$ cat src/rtl/dpc_pkg.sv
package dpc_pkg;

  typedef enum logic {
    CH_IDLE = 1'b0,
    CH_RUN  = 1'b1
  } ch_state_e;

endpackage

$ cat src/rtl/dpc_channel.sv
module dpc_channel
  import dpc_pkg::*;
#(
  parameter int BLK_W = 8,
  parameter int REP_W = 4
) (
  input  logic             clk,
  input  logic             rst_n,
  input  logic             arm,
  input  logic [BLK_W-1:0] blk_len_in,
  input  logic [REP_W-1:0] rep_cnt_in,
  input  logic             start,
  input  logic             byte_done,
  output logic             enabled,
  output logic             busy,
  output logic             blk_done,
  output logic             cmpl
);

  localparam logic [BLK_W-1:0] BLK_ONE = BLK_W'(1);
  localparam logic [REP_W-1:0] REP_ONE = REP_W'(1);

  ch_state_e        state;
  logic [BLK_W-1:0] blk_len_q;
  logic [REP_W-1:0] rep_len_q;
  logic [BLK_W-1:0] byte_left;
  logic [REP_W-1:0] blk_left;
  logic             last_byte;
  logic             last_blk;

  assign last_byte = (byte_left == BLK_ONE);
  assign last_blk  = (blk_left == REP_ONE);
  assign busy      = (state == CH_RUN);

  // Configuration capture: only accepted while the channel is idle.
  always_ff @(posedge clk or negedge rst_n) begin
    if (!rst_n) begin
      blk_len_q <= '0;
      rep_len_q <= '0;
    end else if (arm && state == CH_IDLE) begin
      blk_len_q <= blk_len_in;
      rep_len_q <= rep_cnt_in;
    end
  end

  // Byte / block down-counters and run state.
  always_ff @(posedge clk or negedge rst_n) begin
    if (!rst_n) begin
      state     <= CH_IDLE;
      enabled   <= 1'b0;
      byte_left <= '0;
      blk_left  <= '0;
      blk_done  <= 1'b0;
      cmpl      <= 1'b0;
    end else begin
      blk_done <= 1'b0;
      cmpl     <= 1'b0;
      case (state)
        CH_IDLE: begin
          if (arm) begin
            enabled <= 1'b1;
          end
          if (start && enabled) begin
            state     <= CH_RUN;
            byte_left <= blk_len_q;
            blk_left  <= rep_len_q;
          end
        end
        CH_RUN: begin
          if (byte_done) begin
            if (last_byte) begin
              blk_done <= 1'b1;
              if (last_blk) begin
                cmpl    <= 1'b1;
                enabled <= 1'b0;
                state   <= CH_IDLE;
              end else begin
                blk_left  <= blk_left - REP_ONE;
                byte_left <= blk_len_q;
              end
            end else begin
              byte_left <= byte_left - BLK_ONE;
            end
          end
        end
        default: state <= CH_IDLE;
      endcase
    end
  end

endmodule

$ cat src/rtl/dpc_pair_seq.sv
module dpc_pair_seq (
  input  logic       chain,
  input  logic [1:0] req,
  input  logic [1:0] en,
  input  logic [1:0] busy,
  input  logic [1:0] cmpl,
  output logic [1:0] start,
  output logic       act_vld,
  output logic       act_sel
);

  logic [1:0] hand;
  logic [1:0] ready;
  logic [1:0] solo;
  logic       pair_free;

  always_comb begin
    // Partner takeover in the cycle the finishing channel drops busy.
    hand[0]   = chain & cmpl[1] & en[0];
    hand[1]   = chain & cmpl[0] & en[1];
    ready     = req & en & ~busy;
    pair_free = ~(|busy) & ~(|hand);
    if (chain) begin
      solo[0] = ready[0] & pair_free;
      solo[1] = ready[1] & pair_free & ~ready[0];
    end else begin
      solo = ready;
    end
    start   = hand | solo;
    act_vld = (|busy) | (|start);
    act_sel = busy[1] | start[1];
  end

endmodule

$ cat src/rtl/dma_pair_chainer.sv
module dma_pair_chainer #(
  parameter int NPAIR = 2,
  parameter int BLK_W = 8,
  parameter int REP_W = 4
) (
  input  logic                       clk,
  input  logic                       rst_n,
  input  logic [NPAIR-1:0]           pair_chain,
  input  logic [2*NPAIR-1:0]         ch_arm,
  input  logic [2*NPAIR*BLK_W-1:0]   cfg_blk,
  input  logic [2*NPAIR*REP_W-1:0]   cfg_rep,
  input  logic [2*NPAIR-1:0]         ch_req,
  input  logic [2*NPAIR-1:0]         byte_done,
  output logic [2*NPAIR-1:0]         ch_enabled,
  output logic [2*NPAIR-1:0]         ch_busy,
  output logic [2*NPAIR-1:0]         ch_blk_done,
  output logic [2*NPAIR-1:0]         ch_cmpl,
  output logic [NPAIR-1:0]           pair_act_vld,
  output logic [NPAIR-1:0]           pair_act_sel
);

  localparam int NCH = 2 * NPAIR;

  logic [NCH-1:0] ch_start;

  for (genvar c = 0; c < NCH; c++) begin : g_ch
    dpc_channel #(
      .BLK_W (BLK_W),
      .REP_W (REP_W)
    ) u_ch (
      .clk        (clk),
      .rst_n      (rst_n),
      .arm        (ch_arm[c]),
      .blk_len_in (cfg_blk[c*BLK_W +: BLK_W]),
      .rep_cnt_in (cfg_rep[c*REP_W +: REP_W]),
      .start      (ch_start[c]),
      .byte_done  (byte_done[c]),
      .enabled    (ch_enabled[c]),
      .busy       (ch_busy[c]),
      .blk_done   (ch_blk_done[c]),
      .cmpl       (ch_cmpl[c])
    );
  end

  for (genvar p = 0; p < NPAIR; p++) begin : g_pair
    dpc_pair_seq u_seq (
      .chain   (pair_chain[p]),
      .req     (ch_req[2*p +: 2]),
      .en      (ch_enabled[2*p +: 2]),
      .busy    (ch_busy[2*p +: 2]),
      .cmpl    (ch_cmpl[2*p +: 2]),
      .start   (ch_start[2*p +: 2]),
      .act_vld (pair_act_vld[p]),
      .act_sel (pair_act_sel[p])
    );
  end

endmodule

$ cat config.mk
export PLATFORM = sky130hd
export DESIGN_NAME = dma_pair_chainer
export DESIGN_NICKNAME = d
export VERILOG_FILES = /design/src/rtl/dpc_pkg.sv /design/src/rtl/dpc_channel.sv /design/src/rtl/dpc_pair_seq.sv /design/src/rtl/dma_pair_chainer.sv
export SDC_FILE = /design/constraint.sdc
export NUM_CORES = 1
export LEC_CHECK = 0
export BUFFER_PORTS_ARGS = -buffer_cell sky130_fd_sc_hd__buf_2
export CAP_MARGIN = 20
export CORE_MARGIN = 4
export CORE_UTILIZATION = 50
export DETAILED_ROUTE_END_ITERATION = 16
export PLACE_DENSITY = 0.68
export REMOVE_ABC_BUFFERS = 1
export SLEW_MARGIN = 20
export SYNTH_ARGS = -nofsm -noshare
export SYNTH_HDL_FRONTEND = slang
export SYNTH_SLANG_ARGS = --single-unit
$ cat constraint.sdc
create_clock -name clk -period 3.5 [get_ports clk]
set_input_delay 0.175 -clock clk [delete_from_list [all_inputs] [get_ports clk]]
set_output_delay 0.175 -clock clk [all_outputs]
set_load 0.01 [all_outputs]
==> results summary <==
The flow ran to the end, and the final reports show no timing, DRC or antenna violations. The detailed-routing iteration count for the pre-antenna-repair pass came out at 4. The number of clock buffers inserted by TritonCTS is 9.

The number of max-capacitance violations reported is 0. The die width came out at 117 µm. The arrival time reported for the critical path endpoint came out at 2700 ps. Row generation in the floorplan step produced 39 rows.

The first global-routing pass estimated 20,600 µm of wire. The post-synthesis instance area came out at 5940 µm². For this run, the number of Yosys warnings is 0. The proportion of synthesized flip-flops having asynchronous set or reset came out at 100%.

The transition time at the pin with the least slew margin came out at 891 ps. The insertion delay of the later-clocked pin in the worst-skew pair is about 340 ps. The area growth from synthesis to layout is 12.3%. In this run the tightest slew margin relative to its limit is 40.6%. The via count of the first global-routing pass came out at 4,377. The number of unique standard cell types used by synthesis is 66. The maximum number of buffers from clock root to sink is 2. Entering global routing, the biggest net connects 71 pins.

The core outline area is 11,500 µm². The setup violation total in the final timing report came out at 0. The number of input and output port buffers inserted came out at slightly above 80. The final count of pins violating max slew was 0. In the final routed layout, each cell accounts on average for approximately 15 µm. The fraction of layout instances using a drive strength above 1 is 26.9%. In this run, synthesis inferred 0 flip-flops with an integrated enable.

The required time at the worst-slack endpoint is 3730 ps. The die area came out at 13,700 µm². The total grt overflow is 0. The die is 117 µm tall.

The final net count came out at 733. The average size of a mapped cell is around 10 µm². The worst setup path is of the register to register kind. The TritonCTS sink count came out at 112. The hold violation total from the final report is 0.

The timing-limited maximum frequency came out at 0.405 GHz. The via total after detailed routing is 4,533. The final standard cell utilization of the core is 57.9%. The power density relative to cell area came out at approximately 740 nW/µm². Setup repair after global routing left no endpoint under its margin.

The number of antenna-violating nets in the routed design came out at 0. The final period demand of the worst path is roughly 2500 ps. The initial standard-cell utilization of the core is 51.6%.

The maximum level of the CTS H-tree came out at 3. The CTS root buffer is clkbuf_16. The clock slew seen by the registers of the worst setup and hold paths came out at 70 ps. Global routing used 18.7% of the available tracks.

Counting flops and latches in the post-synthesis netlist gives roughly 110. The endpoint kind of the worst setup timing path is a register. The post-synthesis instance total came out at 593. The share of synthesized area occupied by flip-flops and latches came out at 47.2%. In this run the worst hold path is classified as primary input to register. The number of placed I/O pins came out at 84. The number of antenna diodes in the final layout is 0. The most used flip-flop cell after synthesis is dfrtp_1. The worst-case clock skew came out at 5.58 ps. Of the available clock period, the critical path in the final layout requires 70.5%.

Across all hold checks on the routed design, the worst slack comes to 46.2 ps. The setup check on the worst reg-to-reg path leaves a slack of 1030 ps. After legalization and detailed placement, the total HPWL measured 8740 µm. The number of design rule violations left after detail routing came out at 0. The via density per instance came out at 5.67. The static power due to leakage came out at 2.91 nW.

Of all nets on the critical path, the largest fanout is 15. The final wirelength came out at 12,000 µm. The initial antenna violation count was 0.

The sort of element at the start of the critical path is a register. After the first detailed-routing iteration, the DRC count stood at 269. The global placement routability congestion is 0.888. TritonCTS built the clock tree. VDD sags by at most 0.414 mV.

The accumulated negative setup slack came out at 0 ps.
-- metal layers --
layer	vias up	track usage [%]	part of all wire (%)
met5	-	0	0
met1	2174	24.9	46
met3	18	5.76	5.2
met4	0	5.05	1.4
li1	2245	-	-
met2	96	29.7	48
-- per-stage QoR --
step	instance area, µm²	setup slack (ps)	instances	total power, mW
after floorplan	5680	785	548	3.41
after global placement	6350	1120	784	3.79
after detailed placement	6350	1050	784	3.90
after CTS	6670	1040	800	4.98
after global routing	6670	847	800	5.35
final	6670	1030	800	4.94
-- synthesized netlist by cell type (4+ instances only) --
cell        n  area (µm²)
a211oi_1    5        37.5
a21o_1      7        52.6
a21oi_1    34         170
a22oi_1     4        30.0
a31oi_1     8        50.1
buf_2       6        30.0
buf_4      20         150
clkbuf_1   16        60.1
dfrtp_1   112        2800
ha_1       16         200
inv_1      28         105
mux2_2     50         563
nand2_1    37         139
nand3_1    15        75.1
nor2_1     39         146
nor2b_1     8        50.1
nor3_1     26         130
nor3b_1    11        82.6
nor4_1      4        25.0
o21a_1      5        37.5
o21ai_0    53         265
o22a_1      5        43.8
o22ai_1     4        25.0
or3_1       4        25.0
or4_1       4        30.0
-- placed cells by master (no fill, tap or decap), drive strengths merged, types with 4 or more instances in the layout --
master / instances
nand2: 37
a21o: 7
o22a: 6
nand3: 15
nor4: 6
mux2: 50
o22ai: 4
ha: 16
o21a: 5
nor2b: 8
inv: 28
or3: 4
nor3b: 11
a22oi: 4
or4: 5
a211oi: 5
clkbuf: 11
dfrtp: 112
nor3: 27
a2bb2oi: 4
buf: 93
a31oi: 8
o21ai: 56
nor2: 39
a21oi: 35
-- flip-flops by register name, summed over array words and instances, names as in the netlist --
signal	cells
g_ch.u_ch.blk_len_q	32
g_ch.u_ch.enabled	4
g_ch.u_ch.blk_done	4
g_ch.u_ch.busy	4
g_ch.u_ch.byte_left	32
g_ch.u_ch.rep_len_q	16
g_ch.u_ch.blk_left	16
g_ch.u_ch.cmpl	4
-- what timing repair did --
| action | CTS | global route |
|---|---|---|
| resized for setup | 0 | 0 |
| setup buffers | 0 | 0 |
| endpoints found under the hold margin | 64 | 0 |
| hold buffers | 1 | 0 |
-- cells by family (layout without fill, tap and decap cells) --
group | Yosys count | after routing | synth area share, %
compound gates | 167 | 167 | 18.0
mux | 53 | 53 | 9.99
flops | 112 | 112 | 47.2
fa+ha+maj | 16 | 16 | 3.37
simple gates | 172 | 172 | 15.2
buf+inv | 73 | 137 | 6.21
-- area by class of cell --
| type | instances | area, µm² |
|---|---|---|
| clock buffer | 11 | 233 |
| timing repair buffer | 94 | 503 |
| multi-input combinational | 408 | 2780 |
| clock inverter | 4 | 70.1 |
| tap | 143 | 179 |
| inverter | 28 | 105 |
| fill | 1017 | 4850 |
| sequential | 112 | 2800 |
-- final timing paths --
check / start / end / cells past startpoint
worst max-delay path: g_ch[2].u_ch.blk_left[1] / g_ch[2].u_ch.byte_left[1] / 6
worst min-delay path: cfg_rep[9] / g_ch[2].u_ch.rep_len_q[1] / 3
worst max register to register: g_ch[2].u_ch.blk_left[1] / g_ch[2].u_ch.byte_left[1] / 6
worst min register to register: g_ch[3].u_ch.rep_len_q[3] / g_ch[3].u_ch.blk_left[3] / 2
max in group asynchronous: rst_n / g_ch[2].u_ch.byte_left[0] / 3
min in group asynchronous: rst_n / g_ch[1].u_ch.blk_len_q[3] / 2
-- power breakdown --
part | internal (mW) | switching [mW] | leakage [nW] | total, mW
Sequential | 1.81 | 0.462 | 1.32 | 2.27
Clock | 0.622 | 0.439 | 0.149 | 1.06
Combinational | 0.798 | 0.804 | 1.43 | 1.60
-- worst max-delay path, cell delays in order (launching register included) --
cell and delay, ps:
dfrtp_1 390, inv_1 100, ha_1 190, or3b_2 510, nor3_1 300, a2bb2oi_2 470
mux2_2 400
(Power assumes the default switching activity.)
